File: config.mk
export PLATFORM = sky130hd
export DESIGN_NAME = i2cs_top
export DESIGN_NICKNAME = d
export VERILOG_FILES = /design/src/rtl/i2cs_pkg.sv /design/src/rtl/i2cs_sync.sv /design/src/rtl/i2cs_cond.sv /design/src/rtl/i2cs_engine.sv /design/src/rtl/i2cs_top.sv
export SDC_FILE = /design/constraint.sdc
export NUM_CORES = 1
export LEC_CHECK = 0
export ABC_AREA = 1
export BUFFER_PORTS_ARGS = -buffer_cell sky130_fd_sc_hd__buf_4
export CAP_MARGIN = 25
export CORE_MARGIN = 5
export CORE_UTILIZATION = 55
export CTS_CLUSTER_DIAMETER = 120
export CTS_CLUSTER_SIZE = 25
export DETAILED_ROUTE_END_ITERATION = 10
export GPL_TIMING_DRIVEN = 0
export PLACE_DENSITY = 0.77
export SLEW_MARGIN = 20
export SYNTH_ARGS = -nofsm -noshare
export SYNTH_HDL_FRONTEND = slang
export SYNTH_HIERARCHICAL = 1
export SYNTH_SLANG_ARGS = --single-unit
File: constraint.sdc
create_clock -name clk -period 3.59 [get_ports clk]
set_input_delay 0 -clock clk [delete_from_list [all_inputs] [get_ports clk]]
set_output_delay 0 -clock clk [all_outputs]
set_load 0.01 [all_outputs]
File: src/rtl/i2cs_pkg.sv
package i2cs_pkg;
  localparam int BYTE_W = 8;
  localparam int CNT_W  = $clog2(BYTE_W);

  localparam logic [1:0] SEL_OWN  = 2'd0;
  localparam logic [1:0] SEL_DATA = 2'd1;
  localparam logic [1:0] SEL_CTRL = 2'd2;

  typedef enum logic [3:0] {
    ST_IDLE,
    ST_ADDR,
    ST_ADDR_END,
    ST_ACK_OUT,
    ST_HOLD,
    ST_RX,
    ST_RX_END,
    ST_TX,
    ST_TX_END,
    ST_TX_ACK
  } eng_state_t;
endpackage

File: src/rtl/i2cs_sync.sv
module i2cs_sync #(
  parameter int WIDTH  = 2,
  parameter int STAGES = 2
) (
  input  logic             clk,
  input  logic             rst,
  input  logic [WIDTH-1:0] din,
  output logic [WIDTH-1:0] dout
);
  for (genvar g = 0; g < WIDTH; g++) begin : g_lane
    logic [STAGES-1:0] chain;
    always_ff @(posedge clk) begin
      if (rst) chain <= '1;
      else     chain <= {chain[STAGES-2:0], din[g]};
    end
    assign dout[g] = chain[STAGES-1];
  end
endmodule

File: src/rtl/i2cs_cond.sv
module i2cs_cond (
  input  logic clk,
  input  logic rst,
  input  logic scl_s,
  input  logic sda_s,
  output logic start_det,
  output logic stop_det,
  output logic scl_rise,
  output logic scl_fall
);
  logic scl_p, sda_p;

  always_ff @(posedge clk) begin
    if (rst) begin
      scl_p <= 1'b1;
      sda_p <= 1'b1;
    end else begin
      scl_p <= scl_s;
      sda_p <= sda_s;
    end
  end

  assign start_det = scl_s & scl_p & sda_p & ~sda_s;
  assign stop_det  = scl_s & scl_p & ~sda_p & sda_s;
  assign scl_rise  = scl_s & ~scl_p;
  assign scl_fall  = ~scl_s & scl_p;
endmodule

File: src/rtl/i2cs_engine.sv
module i2cs_engine
  import i2cs_pkg::*;
(
  input  logic              clk,
  input  logic              rst,
  input  logic              sda_s,
  input  logic              start_det,
  input  logic              stop_det,
  input  logic              scl_rise,
  input  logic              scl_fall,
  input  logic [BYTE_W-1:0] own_addr,
  input  logic              host_dwr,
  input  logic [BYTE_W-1:0] host_wdata,
  input  logic              flag_clr,
  output logic [BYTE_W-1:0] data_q,
  output logic              flag_q,
  output logic              dir_q,
  output logic              scl_oe,
  output logic              sda_oe
);
  eng_state_t        state;
  logic [CNT_W-1:0]  bitcnt;
  logic [BYTE_W-1:0] sh, tx_byte;
  logic              ack_q;
  logic [BYTE_W-1:0] sh_next;
  logic              addr_hit;

  assign sh_next  = {sh[BYTE_W-2:0], sda_s};
  assign addr_hit = (sh[BYTE_W-1:1] == own_addr[BYTE_W-1:1]) ||
                    ((sh[BYTE_W-1:1] == '0) && own_addr[0]);

  always_ff @(posedge clk) begin
    if (rst) begin
      state   <= ST_IDLE;
      bitcnt  <= '0;
      sh      <= '0;
      tx_byte <= '1;
      data_q  <= '1;
      flag_q  <= 1'b0;
      dir_q   <= 1'b0;
      ack_q   <= 1'b0;
      scl_oe  <= 1'b0;
      sda_oe  <= 1'b0;
    end else begin
      if (host_dwr && flag_q) data_q <= host_wdata;
      if (flag_clr)           flag_q <= 1'b0;

      if (stop_det) begin
        state  <= ST_IDLE;
        sda_oe <= 1'b0;
        scl_oe <= 1'b0;
      end else if (start_det) begin
        state  <= ST_ADDR;
        bitcnt <= '0;
        sda_oe <= 1'b0;
        scl_oe <= 1'b0;
      end else begin
        case (state)
          ST_ADDR, ST_RX, ST_TX: begin
            if (scl_rise) begin
              sh <= sh_next;
              if (bitcnt == CNT_W'(BYTE_W - 1)) begin
                if (!flag_q) data_q <= sh_next;
                if (state == ST_ADDR) begin
                  dir_q <= sda_s;
                  state <= ST_ADDR_END;
                end else if (state == ST_RX) begin
                  state <= ST_RX_END;
                end else begin
                  state <= ST_TX_END;
                end
              end else begin
                bitcnt <= bitcnt + 1'b1;
              end
            end
            if (scl_fall && state == ST_TX)
              sda_oe <= ~tx_byte[CNT_W'(BYTE_W - 1) - bitcnt];
          end
          ST_ADDR_END: if (scl_fall) begin
            bitcnt <= '0;
            if (addr_hit) begin
              sda_oe <= 1'b1;
              state  <= ST_ACK_OUT;
            end else begin
              state  <= ST_IDLE;
            end
          end
          ST_RX_END: if (scl_fall) begin
            sda_oe <= 1'b1;
            state  <= ST_ACK_OUT;
          end
          ST_ACK_OUT: if (scl_fall) begin
            sda_oe <= 1'b0;
            scl_oe <= 1'b1;
            flag_q <= 1'b1;
            state  <= ST_HOLD;
          end
          ST_HOLD: if (flag_clr) begin
            scl_oe <= 1'b0;
            bitcnt <= '0;
            if (dir_q) begin
              tx_byte <= data_q;
              sda_oe  <= ~data_q[BYTE_W-1];
              state   <= ST_TX;
            end else begin
              state   <= ST_RX;
            end
          end
          ST_TX_END: if (scl_fall) begin
            sda_oe <= 1'b0;
            state  <= ST_TX_ACK;
          end
          ST_TX_ACK: begin
            if (scl_rise) ack_q <= ~sda_s;
            if (scl_fall) begin
              if (ack_q) begin
                scl_oe <= 1'b1;
                flag_q <= 1'b1;
                state  <= ST_HOLD;
              end else begin
                state  <= ST_IDLE;
              end
            end
          end
          default: ;
        endcase
      end
    end
  end
endmodule

File: src/rtl/i2cs_top.sv
module i2cs_top
  import i2cs_pkg::*;
#(
  parameter int SYNC_STAGES = 2,
  parameter int SEL_W       = 2
) (
  input  logic              clk,
  input  logic              rst,
  input  logic              host_we,
  input  logic [SEL_W-1:0]  host_sel,
  input  logic [BYTE_W-1:0] host_wdata,
  output logic [BYTE_W-1:0] host_rdata,
  output logic              irq,
  input  logic              scl_i,
  input  logic              sda_i,
  output logic              scl_oe,
  output logic              sda_oe
);
  logic [1:0]        lines_s;
  logic              scl_s, sda_s;
  logic              start_det, stop_det, scl_rise, scl_fall;
  logic [BYTE_W-1:0] own_q, data_q;
  logic              flag_q, dir_q;
  logic              host_dwr, flag_clr;

  i2cs_sync #(.WIDTH(2), .STAGES(SYNC_STAGES)) u_sync (
    .clk(clk), .rst(rst), .din({scl_i, sda_i}), .dout(lines_s)
  );
  assign scl_s = lines_s[1];
  assign sda_s = lines_s[0];

  i2cs_cond u_cond (
    .clk(clk), .rst(rst), .scl_s(scl_s), .sda_s(sda_s),
    .start_det(start_det), .stop_det(stop_det),
    .scl_rise(scl_rise), .scl_fall(scl_fall)
  );

  assign host_dwr = host_we && (host_sel == SEL_W'(SEL_DATA));
  assign flag_clr = host_we && (host_sel == SEL_W'(SEL_CTRL)) && host_wdata[0];

  i2cs_engine u_eng (
    .clk(clk), .rst(rst), .sda_s(sda_s),
    .start_det(start_det), .stop_det(stop_det),
    .scl_rise(scl_rise), .scl_fall(scl_fall),
    .own_addr(own_q), .host_dwr(host_dwr), .host_wdata(host_wdata),
    .flag_clr(flag_clr), .data_q(data_q), .flag_q(flag_q), .dir_q(dir_q),
    .scl_oe(scl_oe), .sda_oe(sda_oe)
  );

  always_ff @(posedge clk) begin
    if (rst) begin
      own_q      <= 8'hFE;
      host_rdata <= '0;
    end else begin
      if (host_we && host_sel == SEL_W'(SEL_OWN)) own_q <= host_wdata;
      case (host_sel)
        SEL_W'(SEL_OWN):  host_rdata <= own_q;
        SEL_W'(SEL_DATA): host_rdata <= data_q;
        SEL_W'(SEL_CTRL): host_rdata <= {{(BYTE_W-2){1'b0}}, dir_q, flag_q};
        default:          host_rdata <= '0;
      endcase
    end
  end

  assign irq = flag_q;
endmodule

==> results.md <==
* Outcome: finished clean
* Worst skew pair latency at roughly 0.34 ns
* Largest net degree at the start of global routing at 14
* Placed cell areas at around 0.0033 mm²
* Final antenna-violating net count at 0
* Post-synthesis adder-cell area fraction at less than 1%
* Post-Synthesis Cell Area at between 0.003 and 0.004 mm²
* Vias per Instance at ~5.2
* Psw at around 0.00056 W
* Hold crit path type: primary input to flip-flop
* Yosys cell types at 33
* Largest family of logic cells by synthesized area: simple AND/OR/NAND/NOR gates
* Synth top area share at a little under two fifths
* Worst hold path depth at 4
* Initial antenna violation count at 0
* Final #Nets at approximately 490
* Post-DP HPWL at ~5.6 mm
* Vias in the first global route at about 2800
* Setup Crit Path Kind: flip-flop to flip-flop
* Top post-synthesis cells by area: dfxtp_1, nand2_1, inv_1, nand3_1, a21oi_1
* I/O Buffers at 24
* Max Root-Sink Buffers at 2
* Worst R2R Start: u_sync/g_lane[0].chain[1]
* Final Max Slew Viols at 0
* FFs w/ async S/R, synth at 0%
* Reg area at roughly 0.0012 mm²
* Slew margin rel. at 59.7%
* Routability congestion estimate at 0.972
* Part of the Yosys area used for sequential elements at 38.0%
* Multi-input gate area at about 0.0016 mm²
* Post-route cell area at about 0.0036 mm²
* Switch share at 34.2%
* Unrepaired setup endpoints after global routing: no
* Worst path required time at approximately 3.8 ns
* Met1 Usage GRT at around a third
* VDD IR max at ~340 µV
* CTS Sinks at just under 60
* DR iter-0 viols at approximately 200
* Share of cells above drive strength 1 at around 20%
* Worst Clk Skew at 0.0120 ns
* Routed WL at between 7 and 8 mm
* CP max FO at 10
* Syn-to-layout area delta at 18.0%
* Maxcap violations at 0
* Setup TNS at 0 ns
* GRT busiest layer: met2
* Cells after Synth at ~430
* Synth cell count leaders: nand2_1, dfxtp_1, inv_1
* Clock-pin slew on the worst setup and hold paths at 0.07 ns
* Critical Path Sink Type: flip-flop
* RR Endpoint: u_eng/data_q[6]
* CTS H-tree depth at 3
* DIE HEIGHT at about 84 µm
* Filler cell count at between 400 and 500
* CTS tree: done
* Synthesized flop and latch total at 58
* R2r setup slk at approximately 1.7 ns
* Root buffer cell: clkbuf_8
* Initial Utilization at 56.1%
* LEAKAGE at 1.83 nW
* Int Power at about 0.0011 W
* DR pass1 iterations at 5
* Die width at ~84 µm
* All-Layer GR Usage at a little under a quarter
* Worst hold start: host_sel[1]
* Synth area leader: dfxtp_1
* Simple-gate share of the synthesized area at approximately a third
* XOR/XNOR Fraction of Synth Area at under 10%
* Row count at 27
* GR Util met2 at 35.4%
* Core area at around 0.0054 mm²
* Syn Area/Cell at between 7 and 8 µm²
* Clock share of power at 31.3%
* Diodes inserted at 0
* Syn nets at around 450
* Worst slew pin tran at 0.604 ns
* Post-synthesis compound-gate area fraction at between 10% and 20%
* Multiplexer share of the synthesized area at 0%
* DRC viols at 0
* Final worst path period share at a little over half
* Inserted Clock Buffers at 9
* Fin crit period at roughly 1.9 ns
* Reg2Reg Depth at 13
* Ys Warns at 6
* Via count at between 2000 and 3000
* First-pass GRT wire length at approximately 13 mm
* Setup WS pre-CTS at around 1.8 ns
* Worst path arrival time at between 2 and 2.5 ns
* Die area at about 0.0071 mm²
* Total Power at 0.00165 W
* Top-count cell post-synth: nand2_1
* Grt met3 use at roughly 6%
* PostCTS Resize Cnt at 0
* Pwr/cell area at approximately 460 mW/mm²
* Sequential power share at a little over two fifths
* Gate power share at 25.1%
* Routed WL per cell at approximately 14 µm
* Fin worst setup slack at approximately 1.7 ns
* Min-Delay Endpoint: host_rdata[2]
* Worst Setup Start Kind: flip-flop
* Peak Freq at between 500 and 600 MHz
* Count of final setup violators at 0
* Gr ovfl total at 0
* Post-synth EDFFs at 0
* Hold Vio Cnt, Final at 0
* Main synth FF type: dfxtp_1
* Ports at 26
## repair_timing
item                                   in CTS  in global routing
setup buffers                               0                  0
hold buffers                               11                  0
endpoints found under the hold margin      25                  0
## layout make-up
cell class | count | share of cell area [%]
Inverter | 63 | 6.64
Timing Repair Buffer | 35 | 8.06
Clock buffer | 9 | 3.44
Tap cell | 72 | 2.50
Buffer | 11 | 2.05
Multi-Input combinational cell | 296 | 43.8
Sequential cell | 58 | 32.3
Clock inverter | 7 | 1.22
## worst max path at each step
stage | start | endpoint | slack, ns
after CTS | u_sync/g_lane[0].chain[1] | u_eng/data_q[6] | 1.74
after floorplan | u_sync/g_lane[0].chain[1] | u_eng/data_q[6] | 2.06
final | u_sync/g_lane[0].chain[1] | u_eng/data_q[6] | 1.72
after global placement | u_sync/g_lane[0].chain[1] | u_eng/data_q[6] | 1.76
after detailed placement | u_sync/g_lane[0].chain[1] | u_eng/data_q[6] | 1.77
after global routing | u_sync/g_lane[0].chain[1] | u_eng/dir_q | 1.54
## critical path: stages (launching register included)
cell	delay, ns
dfxtp_1	0.31
buf_4	0.13
inv_1	0.06
nand2_1	0.05
nor2_1	0.05
nor2_1	0.27
nand2_1	0.14
inv_1	0.13
nand2_4	0.08
inv_2	0.09
nand2_4	0.09
buf_6	0.17
o211ai_2	0.07
o211ai_2	0.09
## flip-flops by register name (all words and copies together), names as in the netlist
signal	cells
u_eng/sda_oe	1
u_eng/bitcnt	3
own_q	8
u_eng/flag_q	1
u_eng/state	4
u_cond/sda_p	1
u_cond/scl_p	1
u_eng/ack_q	1
u_eng/data_q	8
u_eng/scl_oe	1
u_eng/dir_q	1
u_eng/sh	8
u_eng/tx_byte	8
host_rdata	8
u_sync/g_lane.chain	4
## logic make-up (layout without fill, tap and decap cells)
kind of cell | after synthesis | in the layout
adders and majority gates | 2 | 2
AOI/OAI and AO/OA | 71 | 71
xor gates and xnor gates | 5 | 5
DFF | 58 | 58
buffers and inverters | 74 | 125
and+or+nand+nor | 218 | 218
## layer usage
layer / wire length (µm) / vias to the layer above
met5: 0 / -
met4: 116 / 0
met3: 411 / 12
met2: 3350 / 91
met1: 3700 / 1300
li1: - / 1475
## layout by cell type, fill, tap and decap left out
cell	n
nand2_1	113
dfxtp_1	58
inv_1	51
nand3_1	36
nor2_1	32
a21oi_1	26
buf_4	26
o211ai_1	14
o21ai_0	13
dlygate4sd3_1	11
o211ai_2	10
inv_2	9
clkbuf_8	9
nor2_2	7
nand2_2	6
nand3_2	5
o21ai_1	5
nand4_1	5
clkbuf_1	4
clkinv_2	4
xnor2_1	4
buf_6	3
nor2_4	3
nand2_4	3
nor3_1	2
nor2_8	2
nand3b_1	2
clkinvlp_4	2
clkinv_1	2
buf_2	2
a21oi_2	2
ha_1	2
inv_4	1
inv_6	1
xor2_1	1
or2_0	1
nor3b_1	1
a211oi_1	1
## per-stage QoR
stage / utilization, % / hold slack (ns) / std cells
2_1_floorplan: - / 0.0691 / 428
3_3_place_gp: 61.1 / 0.178 / 524
3_5_place_dp: 61.1 / 0.186 / 524
4_1_cts: 66.2 / 0.00570 / 551
5_1_grt: 66.2 / 0.0203 / 551
6_report: 66.2 / 0.0194 / 551
## power groups by stage
stage / Combinational [W] / Sequential (W) / Clock (W)
4_1_cts: 0.000413 / 0.000719 / 0.000528
5_1_grt: 0.000478 / 0.000725 / 0.000565
6_report: 0.000415 / 0.000720 / 0.000516
3_3_place_gp: 0.000401 / 0.000732 / 0
3_5_place_dp: 0.000402 / 0.000733 / 0
2_1_floorplan: 0.000296 / 0.000731 / 0
(Power assumes the default switching activity.)
